File: config.mk
export PLATFORM = sky130hd
export DESIGN_NAME = iq_byte_packer
export DESIGN_NICKNAME = d
export VERILOG_FILES = /design/src/rtl/iq_pack_pkg.sv /design/src/rtl/iq_lane_reduce.sv /design/src/rtl/iq_frame_builder.sv /design/src/rtl/iq_byte_serializer.sv /design/src/rtl/iq_byte_packer.sv
export SDC_FILE = /design/constraint.sdc
export NUM_CORES = 1
export LEC_CHECK = 0
export BUFFER_PORTS_ARGS = -buffer_cell sky130_fd_sc_hd__buf_4
export CAP_MARGIN = 10
export CORE_MARGIN = 10
export CORE_UTILIZATION = 35
export CTS_CLUSTER_DIAMETER = 200
export DETAILED_ROUTE_END_ITERATION = 10
export GPL_TIMING_DRIVEN = 0
export PLACE_DENSITY = 0.67
export SKIP_CTS_REPAIR_TIMING = 1
export SYNTH_ARGS = -nofsm -noshare
export SYNTH_HDL_FRONTEND = slang
export SYNTH_SLANG_ARGS = --single-unit
export TNS_END_PERCENT = 1
File: constraint.sdc
create_clock -name clk -period 2 [get_ports clk]
set_input_delay 0.2 -clock clk [delete_from_list [all_inputs] [get_ports clk]]
set_output_delay 0.2 -clock clk [all_outputs]
set_load 0.02 [all_outputs]
File: src/rtl/iq_pack_pkg.sv
package iq_pack_pkg;

   typedef enum logic [1:0] {
      FMT_FULL   = 2'b00,
      FMT_MID    = 2'b01,
      FMT_NARROW = 2'b10,
      FMT_ALT    = 2'b11
   } pack_fmt_e;

   function automatic int ceil_div(input int num, input int den);
      return (num + den - 1) / den;
   endfunction

endpackage

File: src/rtl/iq_lane_reduce.sv
module iq_lane_reduce #(
   parameter int IN_W  = 16,
   parameter int OUT_W = 12
) (
   input  logic [IN_W-1:0]  din,
   output logic [OUT_W-1:0] dout
);

   if (OUT_W > IN_W) begin : g_bad_width
      $error("iq_lane_reduce: OUT_W must not exceed IN_W");
   end

   if (OUT_W == IN_W) begin : g_pass
      assign dout = din;
   end else begin : g_shift
      logic signed [IN_W-1:0] shifted;
      logic                   lane_unused;
      assign shifted     = $signed(din) >>> (IN_W - OUT_W);
      assign dout        = shifted[OUT_W-1:0];
      assign lane_unused = ^shifted[IN_W-1:OUT_W];
   end

endmodule

File: src/rtl/iq_frame_builder.sv
module iq_frame_builder
   import iq_pack_pkg::*;
#(
   parameter int COMP_W   = 16,
   parameter int MID_W    = 12,
   parameter int NARROW_W = 8,
   parameter int BYTE_W   = 8,
   parameter int FRAME_W  = 2 * COMP_W,
   parameter int CNT_W    = 3
) (
   input  logic [1:0]         fmt,
   input  logic [COMP_W-1:0]  comp_i,
   input  logic [COMP_W-1:0]  comp_q,
   output logic [FRAME_W-1:0] frame,
   output logic [CNT_W-1:0]   nbytes
);

   localparam int FULL_N   = ceil_div(2 * COMP_W, BYTE_W);
   localparam int MID_N    = ceil_div(2 * MID_W, BYTE_W);
   localparam int NARROW_N = ceil_div(2 * NARROW_W, BYTE_W);

   logic [COMP_W-1:0]   comps  [2];
   logic [MID_W-1:0]    mid    [2];
   logic [NARROW_W-1:0] narrow [2];

   assign comps[0] = comp_i;
   assign comps[1] = comp_q;

   for (genvar ln = 0; ln < 2; ln++) begin : g_lane
      iq_lane_reduce #(.IN_W(COMP_W), .OUT_W(MID_W)) u_mid (
         .din  (comps[ln]),
         .dout (mid[ln])
      );
      iq_lane_reduce #(.IN_W(COMP_W), .OUT_W(NARROW_W)) u_narrow (
         .din  (comps[ln]),
         .dout (narrow[ln])
      );
   end

   always_comb begin
      case (pack_fmt_e'(fmt))
         FMT_MID: begin
            frame  = FRAME_W'({mid[1], mid[0]});
            nbytes = CNT_W'(MID_N);
         end
         FMT_NARROW: begin
            frame  = FRAME_W'({narrow[1], narrow[0]});
            nbytes = CNT_W'(NARROW_N);
         end
         default: begin
            frame  = {comps[1], comps[0]};
            nbytes = CNT_W'(FULL_N);
         end
      endcase
   end

endmodule

File: src/rtl/iq_byte_serializer.sv
module iq_byte_serializer #(
   parameter int FRAME_W = 32,
   parameter int BYTE_W  = 8,
   parameter int CNT_W   = 3
) (
   input  logic               clk,
   input  logic               rst,
   input  logic               s_valid,
   output logic               s_ready,
   input  logic [FRAME_W-1:0] frame_in,
   input  logic [CNT_W-1:0]   nbytes_in,
   output logic               m_valid,
   input  logic               m_ready,
   output logic [BYTE_W-1:0]  m_data
);

   localparam int LANES = FRAME_W / BYTE_W;
   localparam int SEL_W = (LANES > 1) ? $clog2(LANES) : 1;

   if (FRAME_W % BYTE_W != 0) begin : g_bad_frame
      $error("iq_byte_serializer: FRAME_W must be a multiple of BYTE_W");
   end
   if ((1 << CNT_W) <= LANES) begin : g_bad_cnt
      $error("iq_byte_serializer: CNT_W too narrow for lane count");
   end

   logic               busy;
   logic [CNT_W-1:0]   idx;
   logic [CNT_W-1:0]   cnt;
   logic [FRAME_W-1:0] hold;
   logic               at_last;
   logic               take;
   logic               fire;
   logic [BYTE_W-1:0]  lane [LANES];

   for (genvar k = 0; k < LANES; k++) begin : g_lane
      assign lane[k] = hold[k*BYTE_W +: BYTE_W];
   end

   assign at_last = busy && (idx == cnt - 1'b1);
   assign m_valid = busy;
   assign s_ready = !busy || (m_ready && at_last);
   assign take    = s_valid && s_ready;
   assign fire    = busy && m_ready;
   assign m_data  = lane[idx[SEL_W-1:0]];

   always_ff @(posedge clk) begin
      if (rst) begin
         busy <= 1'b0;
         idx  <= '0;
         cnt  <= '0;
         hold <= '0;
      end else if (take) begin
         busy <= 1'b1;
         idx  <= '0;
         cnt  <= nbytes_in;
         hold <= frame_in;
      end else if (fire) begin
         if (at_last) begin
            busy <= 1'b0;
            idx  <= '0;
         end else begin
            idx <= idx + 1'b1;
         end
      end
   end

   // a stalled byte is held
   assert_stall_hold_R10: assert property (@(posedge clk) disable iff (rst)
      (m_valid && !m_ready) |=> (m_valid && $stable(m_data)));

   // an accepted sample starts at its first byte with its own length
   assert_load_start_R9: assert property (@(posedge clk) disable iff (rst)
      (s_valid && s_ready) |=> (m_valid && idx == '0 && cnt == $past(nbytes_in)));

   // byte count of a draining sample never changes
   assert_fmt_hold_R8: assert property (@(posedge clk) disable iff (rst)
      (m_valid && !s_ready) |=> $stable(cnt));

   // byte index stays inside the sample
   assert_idx_range_R7: assert property (@(posedge clk) disable iff (rst)
      m_valid |-> (idx < cnt));

   // with nothing offered, an idle output stays idle
   assert_idle_quiet_R11: assert property (@(posedge clk) disable iff (rst)
      (!m_valid && !s_valid) |=> !m_valid);

endmodule

File: src/rtl/iq_byte_packer.sv
module iq_byte_packer
   import iq_pack_pkg::*;
#(
   parameter int COMP_W   = 16,
   parameter int MID_W    = 12,
   parameter int NARROW_W = 8,
   parameter int BYTE_W   = 8
) (
   input  logic              clk,
   input  logic              rst,
   input  logic [1:0]        fmt_sel,
   input  logic              in_valid,
   output logic              in_ready,
   input  logic [COMP_W-1:0] in_i,
   input  logic [COMP_W-1:0] in_q,
   output logic              out_valid,
   input  logic              out_ready,
   output logic [BYTE_W-1:0] out_byte
);

   localparam int FRAME_W = 2 * COMP_W;
   localparam int LANES   = ceil_div(FRAME_W, BYTE_W);
   localparam int CNT_W   = $clog2(LANES + 1);

   if ((2 * COMP_W) % BYTE_W != 0) begin : g_bad_full
      $error("iq_byte_packer: full sample must fill whole bytes");
   end
   if ((2 * MID_W) % BYTE_W != 0) begin : g_bad_mid
      $error("iq_byte_packer: mid sample must fill whole bytes");
   end
   if ((2 * NARROW_W) % BYTE_W != 0) begin : g_bad_narrow
      $error("iq_byte_packer: narrow sample must fill whole bytes");
   end
   if (!(NARROW_W < MID_W && MID_W < COMP_W)) begin : g_bad_order
      $error("iq_byte_packer: widths must satisfy NARROW_W < MID_W < COMP_W");
   end

   logic [FRAME_W-1:0] frame;
   logic [CNT_W-1:0]   nbytes;

   iq_frame_builder #(
      .COMP_W   (COMP_W),
      .MID_W    (MID_W),
      .NARROW_W (NARROW_W),
      .BYTE_W   (BYTE_W),
      .FRAME_W  (FRAME_W),
      .CNT_W    (CNT_W)
   ) u_build (
      .fmt    (fmt_sel),
      .comp_i (in_i),
      .comp_q (in_q),
      .frame  (frame),
      .nbytes (nbytes)
   );

   iq_byte_serializer #(
      .FRAME_W (FRAME_W),
      .BYTE_W  (BYTE_W),
      .CNT_W   (CNT_W)
   ) u_ser (
      .clk       (clk),
      .rst       (rst),
      .s_valid   (in_valid),
      .s_ready   (in_ready),
      .frame_in  (frame),
      .nbytes_in (nbytes),
      .m_valid   (out_valid),
      .m_ready   (out_ready),
      .m_data    (out_byte)
   );

endmodule

==> run summary <==
The first-pass detailed-route iteration total is 4. The ratio of cells with drive above 1 in the final layout came out at 0.268. The deepest level of the CTS H-tree was 2. The worst-case clock buffer depth was 2. The static leakage came out at 1.35 nW. The clock slew seen by the registers of the worst setup and hold paths came out at 0.07 ns. The share of the synthesized area in the top cell type is 0.307. For the number of inserted diodes, the log shows 0. The total area inside the core boundary comes to 7140 um^2. The peak supply drop was 0.214 mV; the arrival time at the worst endpoint was 2.14 ns. The type of the setup path with the least slack is reg -> reg.

Setup repair after global routing could not meet its margin everywhere. Dividing the detail-routed wire length by the instance count gives 18.0 um. On the final layout, the worst hold slack is 0.162 ns. The number of nets in the synthesized netlist is 303.

At the end of the flow, the number of nets in the layout was 357. STA classifies the critical path startpoint as a flop. For the final setup TNS, the log shows 0 ns. The logs give 2.18 ns for the data required time of the critical path and 39 for the number of sinks on the clock net. Of all nets on the critical path, the largest fanout is 10. Placement row count: 31.

The mean number of vias per cell is 5.23. Async set-reset flop share out of synthesis: 0. The flow ran to the end, and the final reports show no timing, DRC or antenna violations. Across the run, the number of max-cap violations was 0.

Summing every instance area after synthesis gives 2540 um^2. The instance area after placement came out at 3020 um^2. The number of buffers created by CTS is 5.

The setup violation total in the final timing report was 0. The tools report the total count of hold-check failures in the final report as 0. The measured slew at the worst slew-check pin is 0.592 ns. The cell count after synthesis was 260. The logs give 0.307 for the sequential-to-total area share from yosys stat and 12 for the pin count of the biggest net entering global routing.

The vertical extent of the die came out at 105 um. Setup slack on the critical path of the routed design comes to 0.0465 ns. The Yosys warning count is 0.

In the layout the commonest cells are buf_4 (48), dfxtp_1 (38), nand2b_1 (28). Static timing analysis puts the maximum clock frequency at 0.512 GHz. The initial antenna violation count was 0. For this design the top-level I/O count stands at 48. The portion of the clock cycle consumed by the worst path in the final layout is 0.977, and the number of synthesized flops with an enable pin is 0. The post-place setup slack was -0.00552 ns; the die boundary width was 105 um. After the first detailed-routing iteration, the DRC count stood at 209. STA classifies the critical path endpoint as a flop. The effective utilization at floorplan is 0.356.

After synthesis, the mean cell area works out to 9.77 um^2. The global-route wire length before repair was 11900 um; the count of distinct cell types in the synthesized netlist was 35. The run gives 733 as the count of filler cells inserted in the layout. The total power was 1.92 mW; the via count of the first global-routing pass was 2267. The tools report the worst slew margin relative to its limit as 0.605. All-layer global routing usage: 0.133. Wires add up to 7420 um. In the routed design, unresolved DRC markers number 0.

The clock period minus final worst setup slack is 1.95 ns. The most common library cell in the layout ignoring fill and taps is buf_4. The tools report the cell at the root of the clock tree as clkbuf_8.

The tools report the die footprint as 11100 um^2. The count of state elements after synthesis works out to 39. In this run the power density over the cells is 612 nW/um^2. The tools report the number of nets with antenna violations after routing as 0.

TritonCTS built the clock tree. With fillers left out, the area of the finished cells amounts to 3140 um^2. After global routing the overflow that remains totals 0. Yosys attributes the largest share of cell area to dfxtp_1 (31%), mux2i_1 (10%), mux4_2 (7.1%), nand2b_1 (6.9%), a211o_1 (5.5%).

In the synthesized netlist the dominant register cell turns out to be dfxtp_1. For the clock insertion delay at the later pin of the skew report, the log shows 0.29 ns. The number of max-slew violations in the final report is 0, and the post-detailed-placement half-perimeter wirelength is 5550 um.

The quantity of I/O buffers inserted on ports is 46. Global placement routability congestion: 0.891. The post-route clock skew is 0.00576 ns. The synthesized design spends more area on one cell type than any other, namely dfxtp_1.

The routed layout has 2159 vias. The worst hold path belongs to the class in -> reg. From synthesis to final layout, the design area changed by 23.7%.
==> synthesized netlist by cell type (2+ instances only) <==
master	count
dfxtp_1	39
nand2b_1	28
mux2i_1	26
inv_1	22
clkbuf_1	17
a211o_1	16
a221oi_1	16
nand3b_1	16
nand2_1	11
a21oi_1	9
nor2b_1	9
mux4_2	8
ha_1	5
mux2_2	5
mux2_4	4
buf_6	3
a211oi_1	2
and2_1	2
buf_2	2
nor2_1	2
nor4_1	2
xnor2_1	2
xor2_1	2
==> area by class of cell <==
class / instances / area (um^2) / share of cell area
plain buffers: 24 / 131 / 0.0418
clock buffers: 6 / 82.6 / 0.0263
clock inverters: 1 / 5.00 / 0.00159
inverters: 22 / 82.6 / 0.0263
multi-input cells: 175 / 1580 / 0.503
flip-flops and latches: 39 / 785 / 0.250
well taps: 99 / 124 / 0.0394
repair buffers: 47 / 353 / 0.112
==> sequential cells by signal (all words and copies together), names as in the netlist <==
register       cells
u_ser.hold        32
u_ser.m_valid      1
u_ser.idx          3
u_ser.cnt          3
==> power by group <==
group	internal (mW)	switching (mW)	total, mW
clock network	0.271	0.274	0.545
registers	0.825	0.0284	0.854
logic	0.256	0.270	0.525
total	1.35	0.572	1.92
==> through the flow <==
stage,util,cells
global route,0.440,413
global placement,0.423,405
floorplan,-,260
CTS,0.435,412
finish,0.440,413
detailed placement,0.423,405
==> path summary, 6_finish.rpt <==
path         slack [ns]                           to  depth (start not counted)                        start
max                0.05  u_ser.hold[23]$_SDFFE_PP0P_                          6    u_ser.cnt[0]$_SDFFE_PP0P_
min                0.16   u_ser.m_valid$_SDFFE_PP0P_                          3                     in_valid
max reg2reg        0.05  u_ser.hold[23]$_SDFFE_PP0P_                          6    u_ser.cnt[0]$_SDFFE_PP0P_
min reg2reg        0.47  u_ser.hold[28]$_SDFFE_PP0P_                          2  u_ser.hold[28]$_SDFFE_PP0P_
==> per-layer routing <==
| layer | track usage | wire length [um] | vias to the layer above | share of wire |
|---|---|---|---|---|
| met1 | 0.155 | 3070 | 1044 | 0.41 |
| met2 | 0.238 | 3840 | 58 | 0.52 |
| li1 | - | - | 1047 | - |
| met5 | 0 | 0 | - | 0 |
| met4 | 0.0392 | 108 | 0 | 0.015 |
| met3 | 0.0268 | 407 | 10 | 0.055 |
==> kinds of logic (layout without fill, tap and decap cells) <==
logic type / count (synthesis) / after routing / synth area share
AO/OA/AOI/OAI: 49 / 49 / 0.162
XOR/XNOR: 6 / 6 / 0.0320
adder cells (fa/ha/maj): 5 / 5 / 0.0246
buffers and inverters: 46 / 100 / 0.0822
flip-flops: 39 / 39 / 0.307
multiplexers: 43 / 43 / 0.219
AND/OR/NAND/NOR: 72 / 72 / 0.172
==> critical path, cell delays in order, from the launching register on <==
cell     delay, ns
dfxtp_4       0.36
inv_1         0.11
ha_4          0.15
xnor3_2       0.29
a41oi_4       0.40
buf_8         0.22
mux2_4        0.31
Power figures use the tool's default switching activity.
